## src/rtl/ir_blaster_pkg.sv

```systemverilog
package ir_blaster_pkg;
  localparam int DUR_W = 10;
  localparam int CAR_W = 16;

  typedef enum logic [1:0] {
    TB_1US     = 2'd0,
    TB_10US    = 2'd1,
    TB_100US   = 2'd2,
    TB_CARRIER = 2'd3
  } ir_tb_e;

  typedef enum logic [1:0] {
    SRC_SYS   = 2'd0,
    SRC_XTAL3 = 2'd1,
    SRC_1US   = 2'd2,
    SRC_10US  = 2'd3
  } ir_src_e;

  typedef struct packed {
    logic             mark;
    ir_tb_e           tb;
    logic [DUR_W-1:0] dur;
  } ir_entry_t;

  localparam int ENTRY_W = $bits(ir_entry_t);
endpackage

```

## src/rtl/ir_tick_gen.sv

```systemverilog
module ir_tick_gen #(
  parameter int CYC_PER_US = 4
) (
  input  logic clk,
  input  logic rst_n,
  output logic tick_1us,
  output logic tick_10us
);
  localparam int PW = (CYC_PER_US > 1) ? $clog2(CYC_PER_US) : 1;

  logic [PW-1:0] pre_q, pre_d;
  logic [3:0]    dec_q, dec_d;

  always_comb begin
    tick_1us  = (pre_q == PW'(CYC_PER_US - 1));
    tick_10us = tick_1us && (dec_q == 4'd9);
    pre_d     = tick_1us ? '0 : pre_q + 1'b1;
    dec_d     = dec_q;
    if (tick_1us) dec_d = (dec_q == 4'd9) ? 4'd0 : dec_q + 4'd1;
  end

  always_ff @(posedge clk or negedge rst_n) begin
    if (!rst_n) begin
      pre_q <= '0;
      dec_q <= '0;
    end else begin
      pre_q <= pre_d;
      dec_q <= dec_d;
    end
  end
endmodule

```

## src/rtl/ir_carrier_gen.sv

```systemverilog
module ir_carrier_gen #(
  parameter int CNT_W = 16
) (
  input  logic             clk,
  input  logic             rst_n,
  input  logic             tick,
  input  logic             restart,
  input  logic [CNT_W-1:0] hi_m1,
  input  logic [CNT_W-1:0] lo_m1,
  output logic             wave,
  output logic             period_end
);
  logic             phase_q, phase_d;
  logic [CNT_W-1:0] cnt_q, cnt_d, limit;

  always_comb begin
    phase_d    = phase_q;
    cnt_d      = cnt_q;
    limit      = phase_q ? hi_m1 : lo_m1;
    period_end = tick && !phase_q && (cnt_q == lo_m1);
    if (restart) begin
      phase_d = 1'b1;
      cnt_d   = '0;
    end else if (tick) begin
      if (cnt_q == limit) begin
        phase_d = ~phase_q;
        cnt_d   = '0;
      end else begin
        cnt_d = cnt_q + 1'b1;
      end
    end
  end

  always_ff @(posedge clk or negedge rst_n) begin
    if (!rst_n) begin
      phase_q <= 1'b0;
      cnt_q   <= '0;
    end else begin
      phase_q <= phase_d;
      cnt_q   <= cnt_d;
    end
  end

  assign wave = phase_q;

  // a restart always begins a fresh active phase
  assert_restart_high_R4: assert property (@(posedge clk) disable iff (!rst_n)
    restart |=> (phase_q && cnt_q == '0));
endmodule

```

## src/rtl/ir_fifo.sv

```systemverilog
module ir_fifo #(
  parameter int DEPTH = 128,
  parameter int W     = 13,
  parameter int LVL_W = $clog2(DEPTH) + 1
) (
  input  logic             clk,
  input  logic             rst_n,
  input  logic             push,
  input  logic [W-1:0]     wdata,
  input  logic             pop,
  output logic [W-1:0]     rdata,
  output logic             empty,
  output logic             full,
  output logic [LVL_W-1:0] level
);
  localparam int AW = $clog2(DEPTH);

  logic [W-1:0]     mem [DEPTH];
  logic [AW-1:0]    wp_q, wp_d, rp_q, rp_d;
  logic [LVL_W-1:0] lvl_q, lvl_d;
  logic             push_ok, pop_ok;

  always_comb begin
    empty   = (lvl_q == '0);
    full    = (lvl_q == LVL_W'(DEPTH));
    push_ok = push && !full;
    pop_ok  = pop && !empty;
    wp_d    = wp_q;
    rp_d    = rp_q;
    if (push_ok) wp_d = (wp_q == AW'(DEPTH - 1)) ? '0 : wp_q + 1'b1;
    if (pop_ok)  rp_d = (rp_q == AW'(DEPTH - 1)) ? '0 : rp_q + 1'b1;
    lvl_d = lvl_q + LVL_W'(push_ok) - LVL_W'(pop_ok);
  end

  always_ff @(posedge clk) begin
    if (push_ok) mem[wp_q] <= wdata;
  end

  always_ff @(posedge clk or negedge rst_n) begin
    if (!rst_n) begin
      wp_q  <= '0;
      rp_q  <= '0;
      lvl_q <= '0;
    end else begin
      wp_q  <= wp_d;
      rp_q  <= rp_d;
      lvl_q <= lvl_d;
    end
  end

  assign rdata = mem[rp_q];
  assign level = lvl_q;

  // the sequencer never consumes from an empty queue
  assert_no_pop_empty_R6: assert property (@(posedge clk) disable iff (!rst_n)
    pop |-> !empty);
  // a push into a full queue leaves it full and unchanged
  assert_full_drop_R9: assert property (@(posedge clk) disable iff (!rst_n)
    (push && full && !pop) |=> (lvl_q == LVL_W'(DEPTH) && $stable(wp_q)));
endmodule

```

## src/rtl/ir_seq.sv

```systemverilog
module ir_seq
  import ir_blaster_pkg::*;
#(
  parameter int CYC_PER_US = 4
) (
  input  logic      clk,
  input  logic      rst_n,
  input  logic      en,
  input  logic      fifo_empty,
  input  ir_entry_t entry,
  input  logic      car_period_end,
  output logic      pop,
  output logic      active,
  output logic      mark
);
  localparam int UNIT_MAX = 100 * CYC_PER_US;
  localparam int UW       = $clog2(UNIT_MAX);

  logic             active_q, active_d, mark_q, mark_d;
  ir_tb_e           tb_q, tb_d;
  logic [DUR_W-1:0] rem_q, rem_d;
  logic [UW-1:0]    ucnt_q, ucnt_d, unit_m1;
  logic             unit_tick, entry_done, load;

  always_comb begin
    case (tb_q)
      TB_1US:   unit_m1 = UW'(CYC_PER_US - 1);
      TB_10US:  unit_m1 = UW'(10 * CYC_PER_US - 1);
      TB_100US: unit_m1 = UW'(100 * CYC_PER_US - 1);
      default:  unit_m1 = '0;
    endcase
    unit_tick  = (tb_q == TB_CARRIER) ? car_period_end : (ucnt_q == unit_m1);
    entry_done = active_q && unit_tick && (rem_q == '0);
    load       = en && !fifo_empty && (!active_q || entry_done);

    active_d = active_q;
    mark_d   = mark_q;
    tb_d     = tb_q;
    rem_d    = rem_q;
    ucnt_d   = ucnt_q;
    if (!en) begin
      active_d = 1'b0;
    end else if (load) begin
      active_d = 1'b1;
      mark_d   = entry.mark;
      tb_d     = entry.tb;
      rem_d    = entry.dur;
      ucnt_d   = '0;
    end else if (entry_done) begin
      active_d = 1'b0;
    end else if (active_q) begin
      if (tb_q != TB_CARRIER) ucnt_d = unit_tick ? '0 : ucnt_q + 1'b1;
      if (unit_tick) rem_d = rem_q - 1'b1;
    end
  end

  always_ff @(posedge clk or negedge rst_n) begin
    if (!rst_n) begin
      active_q <= 1'b0;
      mark_q   <= 1'b0;
      tb_q     <= TB_1US;
      rem_q    <= '0;
      ucnt_q   <= '0;
    end else begin
      active_q <= active_d;
      mark_q   <= mark_d;
      tb_q     <= tb_d;
      rem_q    <= rem_d;
      ucnt_q   <= ucnt_d;
    end
  end

  assign pop    = load;
  assign active = active_q;
  assign mark   = mark_q;

  // an entry in progress keeps playing until its last unit ends
  assert_busy_til_done_R6: assert property (@(posedge clk) disable iff (!rst_n)
    (en && active_q && !unit_tick) |=> active_q);
endmodule

```

## src/rtl/ir_blaster_tx.sv

```systemverilog
module ir_blaster_tx
  import ir_blaster_pkg::*;
#(
  parameter int CYC_PER_US = 4,
  parameter int FIFO_DEPTH = 128
) (
  input  logic        clk,
  input  logic        rst_n,
  input  logic        bus_wr,
  input  logic [3:0]  bus_addr,
  input  logic [31:0] bus_wdata,
  output logic [31:0] bus_rdata,
  input  logic        xtal3_tick,
  output logic        ir_out,
  output logic        ir_irq
);
  localparam int LVL_W = $clog2(FIFO_DEPTH) + 1;
  localparam logic [1:0] IDX_CTRL = 2'd0;
  localparam logic [1:0] IDX_CAR  = 2'd1;
  localparam logic [1:0] IDX_FIFO = 2'd2;
  localparam logic [1:0] IDX_THR  = 2'd3;

  logic rst_meta_q, rst_sync_n;

  always_ff @(posedge clk or negedge rst_n) begin
    if (!rst_n) begin
      rst_meta_q <= 1'b0;
      rst_sync_n <= 1'b0;
    end else begin
      rst_meta_q <= 1'b1;
      rst_sync_n <= rst_meta_q;
    end
  end

  logic             en_q, en_d, idle_q, idle_d;
  ir_src_e          src_q, src_d;
  logic [CAR_W-1:0] hi_q, hi_d, lo_q, lo_d;
  logic [7:0]       thr_q, thr_d;
  logic             irqen_q, irqen_d, pend_q, pend_d, ovf_q, ovf_d;
  logic             out_q, out_d;

  logic             wr_ctrl, wr_car, wr_fifo, wr_thr, push_req, set_pend;
  logic             tick_1us, tick_10us, car_tick, car_wave, car_pend;
  logic             fifo_empty, fifo_full, seq_pop, seq_active, seq_mark;
  logic [LVL_W-1:0] fifo_level;
  ir_entry_t        wr_entry, rd_entry;
  logic             unused_addr;

  assign unused_addr = ^bus_addr[1:0];

  always_comb begin
    wr_ctrl  = bus_wr && (bus_addr[3:2] == IDX_CTRL);
    wr_car   = bus_wr && (bus_addr[3:2] == IDX_CAR);
    wr_fifo  = bus_wr && (bus_addr[3:2] == IDX_FIFO);
    wr_thr   = bus_wr && (bus_addr[3:2] == IDX_THR);
    push_req = wr_fifo && bus_wdata[16];
    wr_entry = '{mark: bus_wdata[12], tb: ir_tb_e'(bus_wdata[11:10]),
                 dur: bus_wdata[DUR_W-1:0]};
    set_pend = en_q && (int'(fifo_level) <= int'(thr_q));

    en_d    = wr_ctrl ? bus_wdata[0] : en_q;
    idle_d  = wr_ctrl ? bus_wdata[2] : idle_q;
    src_d   = wr_ctrl ? ir_src_e'(bus_wdata[13:12]) : src_q;
    hi_d    = wr_car ? bus_wdata[31:16] : hi_q;
    lo_d    = wr_car ? bus_wdata[15:0] : lo_q;
    thr_d   = wr_thr ? bus_wdata[7:0] : thr_q;
    irqen_d = wr_thr ? bus_wdata[8] : irqen_q;
    pend_d  = pend_q;
    if (set_pend) pend_d = 1'b1;
    else if (wr_thr && !bus_wdata[16]) pend_d = 1'b0;
    ovf_d   = ovf_q | (push_req && fifo_full);

    case (src_q)
      SRC_SYS:   car_tick = 1'b1;
      SRC_XTAL3: car_tick = xtal3_tick;
      SRC_1US:   car_tick = tick_1us;
      default:   car_tick = tick_10us;
    endcase

    out_d = (en_q && seq_active && seq_mark) ? (car_wave ^ idle_q) : idle_q;

    case (bus_addr[3:2])
      IDX_CTRL: bus_rdata = {18'd0, src_q, 9'd0, idle_q, 1'b0, en_q};
      IDX_CAR:  bus_rdata = {hi_q, lo_q};
      IDX_THR:  bus_rdata = {14'd0, ovf_q, pend_q, 7'd0, irqen_q, thr_q};
      default:  bus_rdata = 32'd0;
    endcase
  end

  always_ff @(posedge clk or negedge rst_sync_n) begin
    if (!rst_sync_n) begin
      en_q    <= 1'b0;
      idle_q  <= 1'b0;
      src_q   <= SRC_SYS;
      hi_q    <= '0;
      lo_q    <= '0;
      thr_q   <= '0;
      irqen_q <= 1'b0;
      pend_q  <= 1'b0;
      ovf_q   <= 1'b0;
      out_q   <= 1'b0;
    end else begin
      en_q    <= en_d;
      idle_q  <= idle_d;
      src_q   <= src_d;
      hi_q    <= hi_d;
      lo_q    <= lo_d;
      thr_q   <= thr_d;
      irqen_q <= irqen_d;
      pend_q  <= pend_d;
      ovf_q   <= ovf_d;
      out_q   <= out_d;
    end
  end

  assign ir_out = out_q;
  assign ir_irq = pend_q && irqen_q;

  ir_tick_gen #(.CYC_PER_US(CYC_PER_US)) i_ticks (
    .clk(clk), .rst_n(rst_sync_n), .tick_1us(tick_1us), .tick_10us(tick_10us));

  ir_carrier_gen #(.CNT_W(CAR_W)) i_carrier (
    .clk(clk), .rst_n(rst_sync_n), .tick(car_tick), .restart(seq_pop),
    .hi_m1(hi_q), .lo_m1(lo_q), .wave(car_wave), .period_end(car_pend));

  ir_fifo #(.DEPTH(FIFO_DEPTH), .W(ENTRY_W), .LVL_W(LVL_W)) i_fifo (
    .clk(clk), .rst_n(rst_sync_n), .push(push_req), .wdata(wr_entry),
    .pop(seq_pop), .rdata(rd_entry), .empty(fifo_empty), .full(fifo_full),
    .level(fifo_level));

  ir_seq #(.CYC_PER_US(CYC_PER_US)) i_seq (
    .clk(clk), .rst_n(rst_sync_n), .en(en_q), .fifo_empty(fifo_empty),
    .entry(rd_entry), .car_period_end(car_pend), .pop(seq_pop),
    .active(seq_active), .mark(seq_mark));

  // with the transmitter off the pin settles at the idle level
  assert_idle_when_off_R2: assert property (@(posedge clk) disable iff (!rst_sync_n)
    !en_q |=> (ir_out == $past(idle_q)));
  // pending only rises from an enabled, low-occupancy cycle
  assert_pend_cause_R8: assert property (@(posedge clk) disable iff (!rst_sync_n)
    $rose(pend_q) |-> $past(en_q && (int'(fifo_level) <= int'(thr_q))));
  // overflow is sticky
  assert_ovf_sticky_R9: assert property (@(posedge clk) disable iff (!rst_sync_n)
    ovf_q |=> ovf_q);
  // each loaded entry starts the carrier in its active phase
  assert_mark_starts_high_R4: assert property (@(posedge clk) disable iff (!rst_sync_n)
    seq_pop |=> car_wave);
endmodule

```

## config.mk

```make
export PLATFORM = sky130hd
export DESIGN_NAME = ir_blaster_tx
export DESIGN_NICKNAME = d
export VERILOG_FILES = /design/src/rtl/ir_blaster_pkg.sv /design/src/rtl/ir_tick_gen.sv /design/src/rtl/ir_carrier_gen.sv /design/src/rtl/ir_fifo.sv /design/src/rtl/ir_seq.sv /design/src/rtl/ir_blaster_tx.sv
export SDC_FILE = /design/constraint.sdc
export NUM_CORES = 2
export LEC_CHECK = 0
export ABC_AREA = 1
export BUFFER_PORTS_ARGS = -buffer_cell sky130_fd_sc_hd__buf_2
export CAP_MARGIN = 25
export CORE_AREA = 2 2 354 356
export CTS_BUF_LIST = sky130_fd_sc_hd__clkbuf_16
export DETAILED_ROUTE_END_ITERATION = 8
export DIE_AREA = 0 0 356 358
export GPL_ROUTABILITY_DRIVEN = 1
export PLACE_DENSITY = 0.76
export REMOVE_ABC_BUFFERS = 1
export SYNTH_ARGS = -nofsm -noshare
export SYNTH_HDL_FRONTEND = slang
export SYNTH_SLANG_ARGS = --single-unit
```

## constraint.sdc

```tcl
create_clock -name clk -period 4.65 [get_ports clk]
set_input_delay 0.2325 -clock clk [delete_from_list [all_inputs] [get_ports clk]]
set_output_delay 0.2325 -clock clk [all_outputs]
set_load 0.005 [all_outputs]
```

==> flow_summary.json <==
{
  "outcome": "completed",
  "synthFlopType": "edfxtp_1",
  "whs_ps": 55.0,
  "finalNetCount": 6647,
  "cts_resized": 0,
  "p_leak_nw": 30.6,
  "cts_tree": "done",
  "cpPeakStageDelay_ps": 430,
  "htreeDepth": 4,
  "cap_violations": 0,
  "hold_path.class": "in -> reg",
  "hpwl_um": 113000,
  "numCtsBuffers": 174,
  "hold_violations": 0,
  "track_usage_pct": 30.9,
  "ant_nets": 0,
  "post_drt_wl_per_cell_um": 23.7,
  "p_clk_share_pct": 29.3,
  "ys_warn_count": 0,
  "clkSinkCount": 1782,
  "drtIter0Drc": 7641,
  "p_seq_share_pct": 39.6,
  "synth_edf_count": 1664,
  "area_growth_pct": 11.6,
  "setup-violations-final": 0,
  "critical-path-top-delay-family": "simple AND/OR/NAND/NOR gates",
  "clk_pin_slew_ps": 60,
  "synth_commonest_cells": "2,162 x nand2_1, 1,664 x edfxtp_1, 739 x nand3_1",
  "crit_type": "reg -> reg",
  "grt_pass1_wl_um": 292000,
  "max_clock_freq_mhz": 270,
  "final_max_slew_viol_count": 0,
  "die-area_sq_um": 127000,
  "power_frac_comb_pct": 31.1,
  "vias": 50500,
  "path_max_fanout": 11,
  "cts_setup_buffers": 0,
  "rsz0062_at_grt": "false",
  "io_pins": 74,
  "seq_area_sq_um": 52900,
  "diodes": 0,
  "utilization_pct": 66.8,
  "die_w_um": 356,
  "grt-ovfl-total": 0,
  "synth.cell_area_sq_um": 73800,
  "ys_seq_area_share_pct": 71.7,
  "numPortBuffers": 71,
  "p_switching_w": 0.0169,
  "finalSetupTns_ps": 0,
  "yosys-top-cells-area": "edfxtp_1 68%, nand2_1 11%, nand3_1 5.0%",
  "fillers": 8603,
  "grt_pass1_vias": 47700,
  "drc": 0,
  "p_int_w": 0.0292,
  "synth.largest_area_cell": "edfxtp_1",
  "worstPathRequired_ps": 5380,
  "first_pass_iters": 6,
  "initial_utilization_pct": 59.9,
  "multi_input_area_sq_um": 18700,
  "synth_cell_types": 48,
  "synth_most_common_cell": "nand2_1",
  "clock_skew_ps": 40.8,
  "switching_share_pct": 36.7,
  "power.density_nw_per_um2": 559,
  "slew_headroom_pct": 27.0,
  "worst_pin_slew_ps": 1100,
  "place.gp.congestion": 0.958,
  "max-vdd-ir-drop_v": 0.000680,
  "ys_async_sr_fraction_pct": 6.62,
  "num_rows": 129,
  "core_sq_um": 123000,
  "fin_crit_ps": 3700,
  "avgViaCountPerCell": 6.04,
  "drive_gt1_share_pct": 8.40,
  "finalCritPeriodShare_pct": 79.5,
  "path_cells": "inv_1 -> ha_1 -> nand3_1 -> nor3_2 -> nand2_1 -> nor3_2 -> nand3_2 -> nand2_4 -> ha_1 -> inv_1 -> ha_1 -> inv_1 -> fa_1 -> o21ai_0 -> a21oi_1 -> o21ai_0 -> xor2_1",
  "synth_top_cell_area_share_pct": 67.7,
  "syn_inst": 6449,
  "grt_max_degree": 176,
  "critPathSlowestCell": "fa_1",
  "worst_setup_path_start_kind": "register",
  "avgSynthCellArea_sq_um": 11.4,
  "cp_num_buf_inv": 3,
  "endpoint_kind": "register",
  "die_h_um": 358,
  "antenna_found_initial": 2,
  "ctsRootBufferMaster": "clkbuf_16",
  "routed_wl_um": 198000,
  "hold_buffers": 30,
  "cts_max_path_buffers": 3,
  "arrival_ps": 4430,
  "ys_ff_latch": 1782,
  "insertion_delay_ps": 810
}
-- final cells by class --
class / instances / share of cell area (%)
sequential: 1782 / 64.2
multi-input combinational: 4138 / 22.6
clock buffer: 176 / 5.34
timing repair buffer: 321 / 3.31
tap: 1637 / 2.48
clock inverter: 141 / 1.25
inverter: 160 / 0.753
-- routing by layer --
metal | global-route usage, % | vias up | wire [um]
li1 | - | 22700 | -
met1 | 41.9 | 24400 | 74700
met2 | 48.5 | 2842 | 92100
met3 | 6.07 | 487 | 21200
met4 | 14.8 | 2 | 9750
met5 | 0 | - | 13
-- kinds of logic after synthesis --
group,share of synthesized area [%]
adder cells (fa/ha/maj),0.519
flip-flops,71.7
buffers and inverters,3.09
XOR/XNOR,0.724
AO/OA/AOI/OAI,5.18
multiplexers,0.178
AND/OR/NAND/NOR,18.6
other,0.00508
-- worst paths after layout --
check                               startpoint                 end  slack [ps]  cells past startpoint
worst max register to register  i_seq.rem_q[0]     i_fifo.level[6]         950                     17
worst max-delay path            i_seq.rem_q[0]     i_fifo.level[6]         950                     17
min in group asynchronous           rst_sync_n     i_fifo.level[7]         250                      0
max in group asynchronous           rst_sync_n            lo_q[13]        3360                      1
worst min register to register      rst_sync_n     i_fifo.level[7]         250                      0
worst min-delay path              bus_wdata[2]  i_fifo.mem[105][2]          60                      1
-- stage by stage --
step                      cells  setup slack [ps]  total power [W]  area, sq um
after global placement     8000               982           0.0322        76500
final                      8355               953           0.0461        82400
after global routing       8355               580           0.0479        82400
after CTS                  8350               963           0.0458        82300
after detailed placement   8003              1000           0.0325        76600
after floorplan            6080            -35540           0.0252        72200
-- registers in the layout, summed over array words and instances, names as in the netlist, 4 cells and up --
signal	count
i_fifo.level	8
thr_q	8
i_fifo.mem	1664
i_fifo.rp_q	7
i_ticks.dec_q	4
i_fifo.wp_q	7
lo_q	16
i_seq.ucnt_q	9
hi_q	16
i_seq.rem_q	10
i_carrier.cnt_q	16
-- cells in the final DEF (no fill, tap or decap), types with 8 or more instances in the layout --
cell type / instances
xor2_1: 49
dlygate4sd3_1: 32
xnor2_1: 12
o21ai_1: 25
dfrtp_1: 114
inv_6: 8
nand4_1: 15
clkinv_1: 43
o22ai_1: 57
buf_2: 58
nor2_1: 353
o211ai_1: 71
ha_1: 29
clkinv_2: 34
o21ai_0: 144
clkbuf_16: 176
buf_12: 24
nand2_1: 2160
bufinv_16: 12
inv_2: 8
a21boi_0: 56
a21oi_1: 308
inv_1: 182
nand3_1: 739
buf_4: 202
mux2i_1: 12
nor3_1: 53
edfxtp_1: 1664
nand3b_1: 8
-- power groups by stage --
stage	clock network, W	registers, W	logic (W)
after global placement	0	0.0186	0.0136
final	0.0135	0.0183	0.0143
after detailed placement	0	0.0186	0.0139
after global routing	0.0141	0.0183	0.0155
after CTS	0.0135	0.0182	0.0141
after floorplan	0	0.0188	0.00642
Power figures use the tool's default switching activity.
